==> src/rtl/lut_ld_pkg.sv <==
package lut_ld_pkg;
  localparam int REG_W = 8;
  typedef logic [REG_W-1:0] reg_off_t;
  localparam reg_off_t OFF_IDX = 8'h02;
  localparam reg_off_t OFF_LO  = 8'h03;
  localparam reg_off_t OFF_HI  = 8'h04;
  localparam reg_off_t OFF_RDY = 8'h05;
endpackage

==> src/rtl/lut_ld_regs.sv <==
module lut_ld_regs
  import lut_ld_pkg::*;
#(
  parameter int ADDR_W = 8,
  parameter int HI_W   = 2
) (
  input  logic              clk,
  input  logic              rst,
  input  logic              wr_en,
  input  reg_off_t          wr_off,
  input  logic [REG_W-1:0]  wr_data,
  output logic [ADDR_W-1:0] idx_q,
  output logic [REG_W-1:0]  lo_q,
  output logic [HI_W-1:0]   hi_q,
  output logic              rdy_q,
  output logic              commit
);
  logic hit_idx, hit_lo, hit_hi, hit_rdy;

  always_comb begin
    hit_idx = wr_en && (wr_off == OFF_IDX);
    hit_lo  = wr_en && (wr_off == OFF_LO);
    hit_hi  = wr_en && (wr_off == OFF_HI);
    hit_rdy = wr_en && (wr_off == OFF_RDY);
    commit  = hit_lo && !rdy_q;
  end

  always_ff @(posedge clk or posedge rst) begin
    if (rst) begin
      idx_q <= '0;
      lo_q  <= '0;
      hi_q  <= '0;
      rdy_q <= 1'b0;
    end else begin
      if (hit_idx) idx_q <= wr_data[ADDR_W-1:0];
      else if (commit) idx_q <= idx_q + 1'b1;
      if (hit_lo)  lo_q  <= wr_data;
      if (hit_hi)  hi_q  <= wr_data[HI_W-1:0];
      if (hit_rdy) rdy_q <= wr_data[0];
    end
  end


  commit_advance_chk: assert property (@(posedge clk) disable iff (rst)
    commit |=> idx_q == $past(idx_q) + 1'b1);


  locked_hold_chk: assert property (@(posedge clk) disable iff (rst)
    (hit_lo && rdy_q) |=> $stable(idx_q));


  idx_load_chk: assert property (@(posedge clk) disable iff (rst)
    hit_idx |=> idx_q == $past(wr_data[ADDR_W-1:0]));


  rdy_quiet_chk: assert property (@(posedge clk) disable iff (rst)
    !hit_rdy |=> $stable(rdy_q));
endmodule

==> src/rtl/lut_ld_store.sv <==
module lut_ld_store #(
  parameter int ADDR_W = 8,
  parameter int DATA_W = 10
) (
  input  logic              clk,
  input  logic              we,
  input  logic [ADDR_W-1:0] wa,
  input  logic [DATA_W-1:0] wd,
  input  logic [ADDR_W-1:0] ra,
  output logic [DATA_W-1:0] rd
);
  localparam int DEPTH = 1 << ADDR_W;
  logic [DATA_W-1:0] mem [DEPTH];

  always_ff @(posedge clk) begin
    if (we) mem[wa] <= wd;
    rd <= mem[ra];
  end
endmodule

==> src/rtl/lut_ld_readmux.sv <==
module lut_ld_readmux
  import lut_ld_pkg::*;
#(
  parameter int ADDR_W = 8,
  parameter int HI_W   = 2
) (
  input  reg_off_t          rd_off,
  input  logic [ADDR_W-1:0] idx_q,
  input  logic [REG_W-1:0]  lo_q,
  input  logic [HI_W-1:0]   hi_q,
  input  logic              rdy_q,
  output logic [REG_W-1:0]  rd_data
);
  always_comb begin
    rd_data = '0;
    case (rd_off)
      OFF_IDX: rd_data[ADDR_W-1:0] = idx_q;
      OFF_LO:  rd_data             = lo_q;
      OFF_HI:  rd_data[HI_W-1:0]   = hi_q;
      OFF_RDY: rd_data[0]          = rdy_q;
      default: rd_data = '0;
    endcase
  end
endmodule

==> src/rtl/gamma_lut_loader.sv <==
module gamma_lut_loader
  import lut_ld_pkg::*;
#(
  parameter int ADDR_W = 8,
  parameter int DATA_W = 10
) (
  input  logic              clk,
  input  logic              rst,
  input  logic              reg_wr_en,
  input  logic [7:0]        reg_wr_off,
  input  logic [7:0]        reg_wr_data,
  input  logic [7:0]        reg_rd_off,
  output logic [7:0]        reg_rd_data,
  input  logic [ADDR_W-1:0] tbl_idx,
  output logic [DATA_W-1:0] tbl_word
);
  localparam int HI_W = DATA_W - REG_W;

  logic [ADDR_W-1:0] idx_q;
  logic [REG_W-1:0]  lo_q;
  logic [HI_W-1:0]   hi_q;
  logic              rdy_q;
  logic              commit;

  lut_ld_regs #(.ADDR_W(ADDR_W), .HI_W(HI_W)) u_regs (
    .clk(clk), .rst(rst), .wr_en(reg_wr_en), .wr_off(reg_wr_off),
    .wr_data(reg_wr_data), .idx_q(idx_q), .lo_q(lo_q), .hi_q(hi_q),
    .rdy_q(rdy_q), .commit(commit)
  );

  lut_ld_store #(.ADDR_W(ADDR_W), .DATA_W(DATA_W)) u_store (
    .clk(clk), .we(commit), .wa(idx_q), .wd({hi_q, reg_wr_data}),
    .ra(tbl_idx), .rd(tbl_word)
  );

  lut_ld_readmux #(.ADDR_W(ADDR_W), .HI_W(HI_W)) u_rmux (
    .rd_off(reg_rd_off), .idx_q(idx_q), .lo_q(lo_q), .hi_q(hi_q),
    .rdy_q(rdy_q), .rd_data(reg_rd_data)
  );


  rdy_zero_fill_chk: assert property (@(posedge clk) disable iff (rst)
    (reg_rd_off == OFF_RDY) |-> reg_rd_data[7:1] == 7'd0);
endmodule

==> config.mk <==
export PLATFORM = sky130hd
export DESIGN_NAME = gamma_lut_loader
export DESIGN_NICKNAME = d
export VERILOG_FILES = /design/src/rtl/lut_ld_pkg.sv /design/src/rtl/lut_ld_regs.sv /design/src/rtl/lut_ld_store.sv /design/src/rtl/lut_ld_readmux.sv /design/src/rtl/gamma_lut_loader.sv
export SDC_FILE = /design/constraint.sdc
export NUM_CORES = 2
export LEC_CHECK = 0
export ABC_AREA = 1
export CAP_MARGIN = 20
export CORE_MARGIN = 4
export CORE_UTILIZATION = 40
export CTS_BUF_LIST = sky130_fd_sc_hd__clkbuf_8
export CTS_CLUSTER_DIAMETER = 30
export DETAILED_ROUTE_END_ITERATION = 12
export PLACE_DENSITY = 0.53
export SYNTH_ARGS = -nofsm -noshare
export SYNTH_HDL_FRONTEND = slang
export SYNTH_SLANG_ARGS = --single-unit
==> constraint.sdc <==
create_clock -name clk -period 4 [get_ports clk]
set_clock_uncertainty 0.1 [all_clocks]
set_input_delay 0.4 -clock clk [delete_from_list [all_inputs] [get_ports clk]]
set_output_delay 0.4 -clock clk [all_outputs]
set_load 0.02 [all_outputs]
# Word level (Yosys, flattened, before mapping)
# Memory sizes are Yosys's and may differ from the RTL's. A register that Yosys moved wholly into a read port is not among the register bits.
# Index checks and enable logic that the tools add are counted.
# op_classes
add_sub_neg	1
eq_ne	8
mux	7
n_reduce_logical	7
# ops
op	n
8-bit by 2-bit equality test with 1-bit output (second input constant)	4
8-bit by 3-bit equality test with 1-bit output (second input constant)	4
8-bit 2-to-1 mux	2
6-bit one-hot mux with 2 select lines	1
8-bit by 1-bit adder with 8-bit output (second input constant)	1
1-bit logical AND	5
1-bit one-hot mux with 4 select lines	1
1-bit one-hot mux with 3 select lines	1
1-bit 2-to-1 mux	2
2-bit nonzero test	1
1-bit logical NOT	1
# word_totals
regBits	19
ramBits	2560
in_bits	35
out_inout_bits	18
wordCells	28
memories	1
# mem_list
memory	depth	width	read_ports	rd_ports_with_merged_regs	wr	line_no	source
u_store.mem	256	10	1	1	1	lut_ld_store.sv:13	logic [DATA_W-1:0] mem [DEPTH];

# Depth between registers and ports, before layout
# logic_depth
depth_word	5
depth_mapped	14

# Hierarchy
# Synthesis repeated with hierarchy kept, for this count alone.
# hier_totals
cells_unflattened	8852
hier_area_um2	105120.8
# modules_own_cells
mod	n_inst	cells_per_inst	area_each_um2
lut_ld_store	1	8656	103718.2
lut_ld_regs	1	143	1138.6
lut_ld_readmux	1	53	264.0

# Worst setup path before layout
# No wires, ideal clock.
# synth_timing
kind	register to output
from	reg u_regs.hi_q[0]
to	out reg_rd_data[0]
arrival_time_ps	3657
required_ps	3500
slack_ps	-157
path_stages_with_launch	3
n_path_buf	0
path_cell_list	dfrtp_1 nand2_1 o2111ai_1
# synth_between
elab_chain_len	1
# synth_lines
item	line_no	source
from (decl)	lut_ld_regs.sv:14	output logic [HI_W-1:0] hi_q,
from (signal assigned)	lut_ld_regs.sv:38	if (hit_hi) hi_q <= wr_data[HI_W-1:0];
1-bit one-hot mux with 4 select lines	lut_ld_readmux.sv:16	case (rd_off)
to (decl)	gamma_lut_loader.sv:13	output logic [7:0] reg_rd_data,
# No other way between the ends.

# Worst setup path in the final report
# layout_timing
from	in reg_rd_off[5]
to	out reg_rd_data[0]
# layout_between
elab_chain_len	2
elab_cells_between_ends	5
cone_classes	eq/ne: 4; mux: 1
# layout_lines
item	line_no	source
from (decl)	gamma_lut_loader.sv:12	input logic [7:0] reg_rd_off,
8-bit by 3-bit equality test with 1-bit output / 8-bit by 2-bit equality test with 1-bit output (equally long branches)	lut_ld_readmux.sv:16	
1-bit one-hot mux with 4 select lines (*)	lut_ld_readmux.sv:16	
# Mark *: on every way between the ends. The rest lies on a longest branch, timed or not.

==> impl_results.md <==
- Crit Path Class: in2out
- Clock power share: 0.464
- DP HPWL: 195000 microns
- Hold_sp: reg_wr_en
- DR iter-0 viols: 8515
- Clock Tree Buf Depth: 4
- Synth area leaders: edfxtp_1, nand3_1, nand2_1, buf_2, nor2_1
- WL final: 326000 microns
- DIE HEIGHT: slightly above 500 microns
- Post-synth top area share: 0.735
- Worst slack at placement: 0.513 ns
- Post-DRT Antenna Nets: 0
- Cell mode on critical path: clkdlybuf4s50_1
- H-tree levels: 6
- Die width: ~520 microns
- Hold path depth: 3
- Unique masters post-synth: 37
- Power Total: 0.0627 W
- Worst Hold Class: in2reg
- Drt first pass iters: 8
- Total negative slack: 0 ns
- Overflow left after global routing: 0
- Clock transition at the registers of the reported paths: 0.06 ns
- Final Wtd Congestion: slightly above 0.9
- Final period util: 0.848
- Worst reg2reg path endpoint: u_store.mem[145][8]$_DFFE_PP_
- Fmax: ~0.29 GHz
- WP buf/inv: 2
- Gate Count Post-Synth: 8767
- Routed vias/inst: between 5 and 6
- TritonCTS clock tree: done
- Vias: 71400
- Worst path cell trace: clkdlybuf4s50_1 -> nor4_1 -> nand3_1 -> o2111ai_1 -> clkdlybuf4s50_1
- Core Region: 260000 sq um
- R2R setup slack: between 0.9 and 1 ns
- Leak Pwr: roughly 44 nW
- R2R Path Start: u_regs.idx_q[1]$_DFFE_PP0P_
- CP Data Required Time: 3.50 ns
- Post-DP Area: around 110000 sq um
- Final Hold Viols: 0
- Initial core utilization: 0.402
- Type of origin of the critical path: input pin
- Initial antenna violation count: 13
- Gr usage total: 0.236
- Slowest cell on crit path: nor4_1
- Tmin final: 3.39 ns
- RSZ-0062 raised after global routing: no
- Net Sw Power: 0.0148 W
- Worst-case reg-to-reg path depth: 7
- Final Util: 0.474
- Syn-to-layout area delta: 17.8%
- Most frequent cells after synthesis: nand2_1, edfxtp_1, nand3_1
- Seq cells post-synth: 2589
- Power Internal: between 0.04 and 0.05 W
- Global-route wire length before repair: 472000 microns
- Crit path capture type: primary output
- DRC errors left: 0
- Area leader, netlist: edfxtp_1
- Peak VDD IR: 0.362 mV
- Switching Share: 0.236
- PortBufs: 52
- Synthesized area: 105000 sq um
- Die area: 270000 sq um
- Outcome: finished clean
- Largest net degree at the start of global routing: ~130
- Worst slew margin: 0.214
- Clk Latency, worst-skew pair: 1.02 ns
- Final net count: 9335
- Sink of the worst hold path: u_regs.idx_q[6]$_DFFE_PP0P_
- Syn Nets: 8806
- Number of CTS-inserted buffers: between 500 and 600
- Layout cells sized above 1: 0.134
- Syn avg cell area: between 10 and 15 sq um
- Pwr per Cell Area: 509 nW/um^2
- I/O pins: 53
- Final Max Slew Viols: 0
- Max_cap viols: 0
- Part of the power in registers: 0.477
- Logic pwr share: 0.060
- FP Rows: roughly 190
- CP arrival: between 2 and 3 ns
- Setup Buffers After CTS: 0
- Max incr delay on CP: about 0.68 ns
- Clk sinks: between 2000 and 3000
- CTS root buffer: clkbuf_8
- Top-count cell post-synth: nand2_1
- FFs w/ async S/R, synth: 0.00734
- Number of global-route vias before repair: 70200
- Yosys warns: 0
- Family with the most delay on the worst path: simple AND/OR/NAND/NOR gates
- Post-synthesis sequential area ratio: 0.741
- Peak fanout along the critical path: 8
- Post-synth EDFFs: 2560
- Top FF cell, synth: edfxtp_1
- Post-route cell area: 123000 sq um
- Worst-Margin Slew: 1.18 ns
- Final setup vio count: 0
- Fin worst setup slack: 0.607 ns
- WL/cell: 24.7 microns
[state kept, by name (all words and copies together) (netlist names)]
| name | cells |
|---|---|
| u_store.rd | 10 |
| u_regs.rdy_q | 1 |
| u_regs.hi_q | 2 |
| u_regs.idx_q | 8 |
| u_store.mem | 2560 |
| u_regs.lo_q | 8 |
[per-layer routing]
layer	routed length, microns	GRT usage	share of wire	vias to the layer above
met4	11700	0.0918	0.036	2
met1	141000	0.332	0.43	35200
met3	24800	0.0458	0.076	590
met5	13	0	0.000040	-
met2	149000	0.363	0.46	3137
li1	-	-	-	32400
[per-stage QoR]
step	std cells	hold slack (ns)
floorplan	8767	0.251
global placement	12200	0.373
detailed placement	12200	0.379
CTS	13200	0.145
global route	13200	0.208
finish	13200	0.250
[layout by cell type, fill, tap and decap left out, drive strengths merged]
cell / count
o211ai: 2
nor4: 5
buf: 499
ha: 4
bufinv: 56
a22oi: 1
o221ai: 3
nor2: 282
nor3b: 1
dfxtp: 10
o21ai: 11
dfrtp: 19
a31oi: 1
dlygate4sd3: 13
o2111ai: 1
nand3: 2530
clkbuf: 578
diode: 9
or2: 1
o311ai: 1
xor2: 3
inv: 168
clkinv: 193
nand4: 3
edfxtp: 2560
o22ai: 6
xnor2: 1
nor3: 4
a21oi: 4
nand2: 2673
clkdlybuf4s50: 38
clkinvlp: 47
[logic make-up (layout without fill, tap and decap cells)]
family | count (synthesis) | in the layout | share of synthesized area
xor gates and xnor gates | 4 | 4 | 0.000335
other | 0 | 9 | 0
and+or+nand+nor | 5499 | 5499 | 0.229
adders and majority gates | 4 | 4 | 0.000479
AOI/OAI and AO/OA | 30 | 30 | 0.00177
buffers and inverters | 641 | 1592 | 0.0272
DFF | 2589 | 2589 | 0.741
[layout make-up]
cell class / count / area [sq um]
clock inverter: 404 / 3410
fill: 23400 / 137000
clock buffer: 578 / 7960
tap: 3496 / 4370
antenna: 9 / 22.5
inverter: 60 / 254
sequential: 2589 / 77600
multi-input combinational: 5537 / 24200
timing repair buffer: 550 / 5400
[worst reg2reg max path: stages (launching register included)]
cell and delay (ns):
dfrtp_1 0.40, inv_1 0.26, ha_1 0.22, inv_1 0.11, nor2_1 0.51, inv_1 0.65
nor2_1 0.33, buf_4 0.19
[what timing repair did]
action / in CTS / in global routing
hold endpoints to repair: 790 / 0
resized for setup: 0 / 0
hold buffers: 13 / 0
[power groups by stage]
stage	logic [W]	registers, W	clock network (W)
2_1_floorplan	0.00177	0.0305	0
3_3_place_gp	0.00368	0.0304	0
3_5_place_dp	0.00370	0.0304	0
4_1_cts	0.00372	0.0299	0.0296
5_1_grt	0.00399	0.0299	0.0311
6_report	0.00373	0.0299	0.0291
[worst max-delay path by stage]
stage | from | endpoint | slack [ns] | cells after the start
finish | reg_rd_off[5] | reg_rd_data[0] | 0.61 | 5
global route | reg_rd_off[4] | reg_rd_data[1] | 0.50 | 5
CTS | u_regs.hi_q[1]$_DFFE_PP0P_ | reg_rd_data[1] | 0.59 | 3
detailed placement | reg_wr_off[3] | u_store.mem[203][9]$_DFFE_PP_ | 0.51 | 7
global placement | reg_wr_off[5] | u_store.mem[166][8]$_DFFE_PP_ | 0.55 | 11
floorplan | u_regs.hi_q[0]$_DFFE_PP0P_ | reg_rd_data[0] | 1.23 | 2
(Power assumes the default switching activity.)
